<file path="src/rtl/meta_sync_pkg.sv">
package meta_sync_pkg;

  typedef struct packed {
    logic holdFirst;
    logic skipFirst;
  } chainStrobe_t;

  typedef enum logic [1:0] {
    INJ_NONE    = 2'b00,
    INJ_DELAY   = 2'b01,
    INJ_ADVANCE = 2'b10
  } injCode_e;

  localparam logic [1:0] PICK_DELAY   = 2'b01;
  localparam logic [1:0] PICK_ADVANCE = 2'b10;

endpackage

</file>
<file path="src/rtl/msync_lfsr.sv">
module msync_lfsr #(
  parameter int LFSR_W = 16,
  parameter logic [LFSR_W-1:0] TAPS = 16'hB400
) (
  input  logic              clk,
  input  logic              rst,
  input  logic [LFSR_W-1:0] seed,
  output logic [LFSR_W-1:0] state
);

  localparam logic [LFSR_W-1:0] ONE = {{(LFSR_W-1){1'b0}}, 1'b1};

  logic [LFSR_W-1:0] nextState;

  always_comb begin
    nextState = {1'b0, state[LFSR_W-1:1]};
    if (state[0]) nextState = nextState ^ TAPS;
  end

  always_ff @(posedge clk) begin
    if (rst) state <= (seed == '0) ? ONE : seed;
    else     state <= nextState;
  end

  // the sequence never collapses to the all-zero lockup state
  a_r4_lfsr_nonzero: assert property (@(posedge clk) disable iff (rst)
    state != '0);

endmodule

</file>
<file path="src/rtl/msync_chain.sv">
module msync_chain
  import meta_sync_pkg::*;
#(
  parameter int SYNC_DEPTH = 2
) (
  input  logic         clk,
  input  logic         rst,
  input  logic         asyncIn,
  input  chainStrobe_t strobe,
  output logic         stage0,
  output logic         stage1,
  output logic         syncOut
);

  logic [SYNC_DEPTH-1:0] chain;

  always_ff @(posedge clk) begin
    if (rst)                  chain[0] <= 1'b0;
    else if (strobe.holdFirst) chain[0] <= chain[0];
    else                      chain[0] <= asyncIn;
  end

  always_ff @(posedge clk) begin
    if (rst)                  chain[1] <= 1'b0;
    else if (strobe.skipFirst) chain[1] <= asyncIn;
    else                      chain[1] <= chain[0];
  end

  generate
    for (genvar g = 2; g < SYNC_DEPTH; g++) begin : gTail
      always_ff @(posedge clk) begin
        if (rst) chain[g] <= 1'b0;
        else     chain[g] <= chain[g-1];
      end
    end
  endgenerate

  assign stage0  = chain[0];
  assign stage1  = chain[1];
  assign syncOut = chain[SYNC_DEPTH-1];

  // an advance is only commanded when the first two flops agree
  a_r6_advance_guard: assert property (@(posedge clk) disable iff (rst)
    strobe.skipFirst |-> (chain[0] == chain[1]));

  // delay and advance never requested on the same edge
  a_r5_strobe_exclusive: assert property (@(posedge clk) disable iff (rst)
    !(strobe.holdFirst && strobe.skipFirst));

  // a delayed edge leaves the first flop unchanged
  a_r5_hold_keeps: assert property (@(posedge clk) disable iff (rst)
    strobe.holdFirst |=> (chain[0] == $past(chain[0])));

  // without a hold the first flop samples the input
  a_r1_plain_sample: assert property (@(posedge clk) disable iff (rst)
    !strobe.holdFirst |=> (chain[0] == $past(asyncIn)));

endmodule

</file>
<file path="src/rtl/msync_ctrl.sv">
module msync_ctrl
  import meta_sync_pkg::*;
#(
  parameter int LFSR_W = 16
) (
  input  logic              clk,
  input  logic              rst,
  input  logic              asyncIn,
  input  logic              injectEn,
  input  logic [LFSR_W-1:0] seedVal,
  input  logic              stage0,
  input  logic              stage1,
  output chainStrobe_t      strobe,
  output logic              injEvent,
  output injCode_e          injCode
);

  logic [LFSR_W-1:0] lfsrState;
  logic              afterDelay;
  logic              transEdge;
  logic              eligible;
  logic [1:0]        pick;
  logic              wantDelay;
  logic              wantAdvance;

  msync_lfsr #(.LFSR_W(LFSR_W)) uLfsr (
    .clk   (clk),
    .rst   (rst),
    .seed  (seedVal),
    .state (lfsrState)
  );

  always_comb begin
    transEdge   = (asyncIn != stage0);
    eligible    = injectEn && transEdge && !afterDelay;
    pick        = lfsrState[1:0];
    wantDelay   = eligible && (pick == PICK_DELAY);
    wantAdvance = eligible && (pick == PICK_ADVANCE) && (stage0 == stage1);
    strobe.holdFirst = wantDelay;
    strobe.skipFirst = wantAdvance;
  end

  always_ff @(posedge clk) begin
    if (rst) begin
      afterDelay <= 1'b0;
      injEvent   <= 1'b0;
      injCode    <= INJ_NONE;
    end else begin
      afterDelay <= wantDelay;
      injEvent   <= wantDelay || wantAdvance;
      if (wantDelay)        injCode <= INJ_DELAY;
      else if (wantAdvance) injCode <= INJ_ADVANCE;
      else                  injCode <= INJ_NONE;
    end
  end

  // a pulse always carries a real outcome code
  a_r7_event_has_code: assert property (@(posedge clk) disable iff (rst)
    injEvent |-> (injCode != INJ_NONE));

  // no code without a pulse
  a_r7_quiet_code: assert property (@(posedge clk) disable iff (rst)
    !injEvent |-> (injCode == INJ_NONE));

  // disabled injection never reports an event
  a_r9_disabled_quiet: assert property (@(posedge clk) disable iff (rst)
    !injectEn |=> !injEvent);

  // two delays never follow one another
  a_r5_no_back_to_back: assert property (@(posedge clk) disable iff (rst)
    (injEvent && injCode == INJ_DELAY) |=> !(injEvent && injCode == INJ_DELAY));

  // an event only follows a transition edge
  a_r3_event_needs_change: assert property (@(posedge clk) disable iff (rst)
    strobe.holdFirst |=> (injEvent && $past(asyncIn) != $past(stage0)));

endmodule

</file>
<file path="src/rtl/meta_inject_sync.sv">
module meta_inject_sync
  import meta_sync_pkg::*;
#(
  parameter int SYNC_DEPTH = 2,
  parameter int LFSR_W     = 16
) (
  input  logic              clk,
  input  logic              rst,
  input  logic              asyncIn,
  input  logic              injectEn,
  input  logic [LFSR_W-1:0] seedVal,
  output logic              syncOut,
  output logic              injEvent,
  output logic [1:0]        injCode
);

  generate
    if (SYNC_DEPTH < 2) begin : gBadDepth
      initial $error("SYNC_DEPTH must be at least 2");
    end
  endgenerate

  chainStrobe_t strobe;
  logic         stage0;
  logic         stage1;
  injCode_e     codeInt;

  msync_ctrl #(.LFSR_W(LFSR_W)) uCtrl (
    .clk      (clk),
    .rst      (rst),
    .asyncIn  (asyncIn),
    .injectEn (injectEn),
    .seedVal  (seedVal),
    .stage0   (stage0),
    .stage1   (stage1),
    .strobe   (strobe),
    .injEvent (injEvent),
    .injCode  (codeInt)
  );

  msync_chain #(.SYNC_DEPTH(SYNC_DEPTH)) uChain (
    .clk     (clk),
    .rst     (rst),
    .asyncIn (asyncIn),
    .strobe  (strobe),
    .stage0  (stage0),
    .stage1  (stage1),
    .syncOut (syncOut)
  );

  assign injCode = codeInt;

  // reset leaves output and status quiet on the following cycle
  a_r2_reset_clear: assert property (@(posedge clk)
    rst |=> (!syncOut && !injEvent && injCode == 2'b00));

endmodule

</file>
<file path="config.mk">
export PLATFORM = sky130hd
export DESIGN_NAME = meta_inject_sync
export DESIGN_NICKNAME = d
export VERILOG_FILES = /design/src/rtl/meta_sync_pkg.sv /design/src/rtl/msync_lfsr.sv /design/src/rtl/msync_chain.sv /design/src/rtl/msync_ctrl.sv /design/src/rtl/meta_inject_sync.sv
export SDC_FILE = /design/constraint.sdc
export NUM_CORES = 1
export LEC_CHECK = 0
export BUFFER_PORTS_ARGS = -buffer_cell sky130_fd_sc_hd__buf_2
export CORE_ASPECT_RATIO = 1.1
export CORE_MARGIN = 10
export CORE_UTILIZATION = 52
export CTS_CLUSTER_SIZE = 24
export DETAILED_ROUTE_END_ITERATION = 10
export PLACE_DENSITY = 0.88
export SLEW_MARGIN = 20
export SYNTH_ARGS = -nofsm -noshare
export SYNTH_HDL_FRONTEND = slang
export SYNTH_SLANG_ARGS = --single-unit
</file>
<file path="constraint.sdc">
create_clock -name clk -period 2.32 [get_ports clk]
set_input_delay 0.116 -clock clk [delete_from_list [all_inputs] [get_ports clk]]
set_output_delay 0.116 -clock clk [all_outputs]
set_load 0.02 [all_outputs]
</file>
==> flow_metrics.tcl, run 1 <==
set metrics [dict create \
    cts_resized 0 \
    fmax_mhz 785 \
    fin_ws_ns 1.05 \
    whs_path_depth 3 \
    vdd_ir_drop_max_mv 0.419 \
    synth_nets 91 \
    synth_seq_cells 21 \
    cellPowerDensity_mw_per_mm2 719 \
    cts_made_buffers 3 \
    cts.sinks 21 \
    first_iter_violations 9 \
    setup_viol 0 \
    cts-htree-levels 1 \
    grt_use_total_pct 8.68 \
    drc_errors 0 \
    hp-class "primary input to flip-flop" \
    gp_congestion 0.709 \
    antenna_found_initial 0 \
    via_per_inst 5.10 \
    min_to "uCtrl.uLfsr.state[10]" \
    portBuffers 23 \
    multi_input_area_sq_um 353 \
    synth_top_cell_area_share_pct 52.4 \
    die_h_um 61.2 \
    cts_tree "built" \
    initial_utilization_pct 56.5 \
    tightest_slew_ns 0.408 \
    drv_cap 0 \
    worstReg2RegEnd "uChain.stage0" \
    fin_nets 115 \
    totalPowerFinal_mw 0.678 \
    seqCellArea_sq_um 420 \
    die_x_um 57.4 \
    reg2reg_depth 3 \
    dp_cells 106 \
    reg2reg_from "uCtrl.uLfsr.state[0]" \
    antenna_cells 0 \
    cts_setup_buffers 0 \
    ant_nets 0 \
    grt_max_degree 24 \
    grt_remaining_overflow 0 \
    critPathKind "flip-flop to flip-flop" \
    wirelength_mm 1.48 \
    cp_data_required_time_ns 2.51 \
    hold_viol_final 0 \
    fin_crit_sh_pct 54.9 \
    synthCells 71 \
    yosysWarningCount 0 \
    io_pins 24 \
    syn_area_sq_um 802 \
    fillerInstances 108 \
    skew_ns 0.00722 \
    ys.flop_type "dfxtp_1" \
    status "finished clean" \
    dieArea_sq_mm 0.00352 \
    cts-root-buf "clkbuf_4" \
    first_pass_iters 4 \
    finalMaxSlewViolations 0 \
    grt_pass1_wl_mm 2.44 \
    drive_gt1_share_pct 43.6 \
    hp-start "seedVal[10]" \
    stdcell_count 110 \
    power.leakage_nw 0.398 \
    max-slew-margin-rel_pct 72.8 \
    endpoint_kind "flip-flop" \
    rrSetupSlack_ns 1.05 \
    grt_pass1_vias 605 \
    postSynthAreaPerCell_sq_um 11.3 \
    yosysTopAreaCell "dfxtp_1" \
    area_growth_pct 17.5 \
    num_vias 561 \
    fp.coreArea_sq_mm 0.00142 \
    clock_latency_ns 0.29 \
    post-place-ws_ns 1.07 \
    placementRows 14 \
    crit_path_max_fanout 8 \
    post-synth-top-count-cell "dfxtp_1" \
    ys_seq_area_share_pct 52.4 \
    routedWlPerCell_um 13.4 \
    grt_setup_unrepaired "false" \
    synth_cell_types 22 \
    clockBufferDepth 2 \
    async_flop_share_pct 0 \
    layout_min_cycle_time_ns 1.27 \
    synth.area.top_cells "dfxtp_1, mux2_2, xnor2_1, nor4_1, mux2i_1" \
    cts_hold_buf 0 \
    synth-edff-count 0 \
    clk_pin_slew_ns 0.11 \
    arrival_ns 1.46 \
    yosys-top-cells-count "dfxtp_1, mux2_2, xnor2_1" \
    utilization_pct 66.4 \
    setup_tns_ns 0 \
    cp-start-kind "flip-flop" \
]
[worst max-delay path, cell delays in order, from the launching register on]
cell,delay [ns]
dfxtp_1,0.52
nor4bb_1,0.38
mux2i_1,0.23
nor2_1,0.05
[where the power goes]
part           switching (mW)  internal, mW
combinational          0.0383        0.0556
clock                   0.102        0.0668
sequential             0.0183         0.397
[sequential cells by signal (all words and copies together) (netlist names)]
| signal | count |
|---|---|
| uChain.stage1 | 1 |
| uCtrl.injEvent | 1 |
| uCtrl.uLfsr.state | 16 |
| uChain.stage0 | 1 |
| uCtrl.injCode | 2 |
[cell usage in the layout, fill, tap and decap left out]
cell type / netlist / layout
clkbuf_1: 1 / 1
o21ai_0: 4 / 4
nor2_1: 4 / 4
buf_2: 2 / 23
dfxtp_1: 21 / 21
inv_1: 2 / 2
clkbuf_4: 0 / 3
xnor2_1: 5 / 5
nor2b_1: 1 / 1
or4b_4: 1 / 1
mux2_2: 12 / 12
nor4_1: 4 / 4
and4bb_2: 1 / 1
a21oi_1: 1 / 1
nand2b_1: 1 / 1
a21oi_2: 1 / 1
nor4bb_1: 1 / 1
nand3b_1: 1 / 1
mux2i_1: 2 / 2
nand4_1: 1 / 1
a31oi_1: 1 / 1
nand2_1: 3 / 3
[stage by stage]
step | hold WS, ns | area, sq um
floorplan | 0.225 | 802
global placement | 0.332 | 916
detailed placement | 0.335 | 916
CTS | 0.0279 | 942
global route | 0.0469 | 942
finish | 0.0355 | 942
[worst max-delay path by stage]
stage,startpoint,endpoint,slack (ns),depth (start not counted)
finish,uCtrl.uLfsr.state[0],uChain.stage0,1.05,3
global route,uCtrl.uLfsr.state[0],uChain.stage0,0.90,3
CTS,uCtrl.uLfsr.state[0],uChain.stage0,1.05,3
detailed placement,uCtrl.uLfsr.state[0],uChain.stage0,1.07,3
global placement,uChain.stage0,uCtrl.injCode[0],1.19,3
floorplan,uChain.stage0,uCtrl.injEvent,1.21,3
[final cells by class]
cell class | count | area share (%)
flip-flops and latches | 21 | 44.6
inverters | 2 | 0.797
clock buffers | 4 | 2.79
well taps | 16 | 2.12
repair buffers | 23 | 12.2
multi-input cells | 44 | 37.5
[kinds of logic after synthesis]
kind of cell | after synthesis | share of synthesized area (%)
AOI/OAI and AO/OA | 7 | 4.99
xor gates and xnor gates | 5 | 5.46
buffers and inverters | 6 | 3.59
and+or+nand+nor | 18 | 14.2
DFF | 21 | 52.4
muxes | 14 | 19.3
[layer usage]
layer,up-vias,part of all wire [%],global-route usage (%)
met1,251,41,8.87
met2,14,52,15.5
met5,-,0,0
met4,0,0.88,5.03
li1,294,-,-
met3,2,5.6,2.67
Power figures use the tool's default switching activity.
==> inputs of run 2 (changes only) <==
Settings changed: CORE_UTILIZATION 52 to 48, PLACE_DENSITY 0.88 to 0.83.
Clock period 2.32 ns to 1.32 ns, I/O delays scaled along.
==> run 2 against run 1 <==
- via count grew 12%
- highest routed layer unchanged
- flip-flop and latch count is the same
- cell count grew 12%
- count of clock-buffer cells in the layout shrank 1
- clock power grew 75%
- sequential share of layout area shrank 5.0 points
==> flow_metrics.tcl, run 2 (synthesis gave the netlist of run 1 again) <==
set metrics [dict create \
    status "finished clean" \
    clockBufferDepth 2 \
    antenna_cells 0 \
    clk_pin_slew_ns 0.11 \
    cts_made_buffers 3 \
    cts-htree-levels 1 \
    max-slew-margin-rel_pct 78.8 \
    drv_cap 0 \
    die_x_um 59.0 \
    rrSetupSlack_ns 0.13 \
    dieArea_sq_mm 0.00371 \
    wirelength_mm 1.74 \
    fmax_mhz 839 \
    final_common_cell "buf_2" \
    top_regs "uCtrl.uLfsr.state: 16 flops, uCtrl.injCode: 2 flops" \
    finalMaxSlewViolations 0 \
    initial_utilization_pct 50.9 \
    setup_tns_ns 0 \
    tightest_slew_ns 0.314 \
    drive_gt1_share_pct 41.5 \
    fin_nets 127 \
    hold_slack_ns 0.0171 \
    area_growth_pct 32.1 \
    cp_data_required_time_ns 1.55 \
    mostFrequentLayoutCells "buf_2, dfxtp_1, mux2_2" \
    cts_tree "built" \
    io_pins 24 \
    crit_path_max_fanout 5 \
    routedWlPerCell_um 14.1 \
    min_to "uCtrl.uLfsr.state[15]" \
    antenna_found_initial 0 \
    cellPowerDensity_mw_per_mm2 1150 \
    endpoint_kind "flip-flop" \
    layout_min_cycle_time_ns 1.19 \
    dp_cells 109 \
    reg2reg_from "uChain.stage0" \
    largest_reg_flops 16 \
    cts_setup_buffers 0 \
    cts.sinks 21 \
    grt_pass1_vias 701 \
    gp_congestion 0.664 \
    placementRows 15 \
    clock_latency_ns 0.29 \
    fin_crit_sh_pct 90.3 \
    portBuffers 23 \
    utilization_pct 67.2 \
    vdd_ir_drop_max_mv 0.601 \
    reg2reg_depth 3 \
    fp.coreArea_sq_mm 0.00158 \
    setup_viol 0 \
    grt_setup_unrepaired "false" \
    hp-start "seedVal[15]" \
    fillerInstances 137 \
    top_register "uCtrl.uLfsr.state" \
    ant_nets 0 \
    power.leakage_nw 0.452 \
    first_pass_iters 3 \
    skew_ns 0.00716 \
    cts_resized 0 \
    worstReg2RegEnd "uCtrl.injCode[0]" \
    die_h_um 62.9 \
    first_iter_violations 4 \
    cts_hold_buf 6 \
    num_vias 627 \
    hp-class "primary input to flip-flop" \
    grt_max_degree 14 \
    grt_remaining_overflow 0 \
    arrival_ns 1.43 \
    stdcell_count 123 \
    drc_errors 0 \
    dp_hpwl_mm 1.28 \
    via_per_inst 5.10 \
    cp-start-kind "flip-flop" \
    whs_path_depth 2 \
    critPathKind "flip-flop to flip-flop" \
    hold_viol_final 0 \
    grt_use_total_pct 9.94 \
    cts-root-buf "clkbuf_4" \
    grt_pass1_wl_mm 2.95 \
]
[run 2: cell count changes in the layout (fill, tap and decap cells not counted)]
cell / before / now
buf_4: 0 / 2
clkbuf_1: 1 / 0
dlygate4sd3_1: 0 / 10
clkinv_2: 0 / 1
[run 2: worst max path at each step]
stage / startpoint / end / slack (ns) / depth (start not counted)
detailed placement: uChain.stage0 / uCtrl.injCode[0] / 0.14 / 3
floorplan: uChain.stage0 / uCtrl.injEvent / 0.21 / 3
CTS: uChain.stage0 / uCtrl.injCode[0] / 0.11 / 3
global route: uChain.stage0 / uCtrl.injCode[0] / 0.05 / 3
finish: uChain.stage0 / uCtrl.injCode[0] / 0.13 / 3
global placement: uChain.stage0 / uCtrl.injEvent / 0.20 / 3
[run 2: through the flow]
stage / worst slack, ns / cell area (sq um) / power, mW
2_1_floorplan: 0.213 / 802 / 0.852
3_3_place_gp: 0.200 / 932 / 0.909
3_5_place_dp: 0.137 / 932 / 0.919
4_1_cts: 0.114 / 1020 / 1.23
5_1_grt: 0.0456 / 1060 / 1.30
6_report: 0.127 / 1060 / 1.22
[run 2: final cells by class]
class | instances | area, sq um | share of cell area [%]
sequential | 21 | 420 | 39.7
multi-input combinational | 44 | 353 | 33.3
timing repair buffer | 35 | 230 | 21.7
clock buffer | 3 | 22.5 | 2.13
tap | 17 | 21.3 | 2.01
inverter | 2 | 7.51 | 0.708
clock inverter | 1 | 5.00 | 0.472
[run 2: report_power, final]
group	internal (mW)	switching (mW)
Combinational	0.123	0.0797
Clock	0.113	0.182
Sequential	0.697	0.0266
Total	0.933	0.289
[run 2: routing by layer]
| layer | wire (um) | track usage, % | vias up |
|---|---|---|---|
| met5 | 0 | 0 | - |
| met1 | 627 | 8.81 | 288 |
| li1 | - | - | 322 |
| met2 | 951 | 17.9 | 15 |
| met3 | 143 | 4.88 | 2 |
| met4 | 12 | 4.31 | 0 |
[run 2: worst max-delay path: stages (launching register included)]
cell and delay [ns]:
dfxtp_1 0.42, xnor2_1 0.09, or4b_4 0.50, nor2_1 0.12
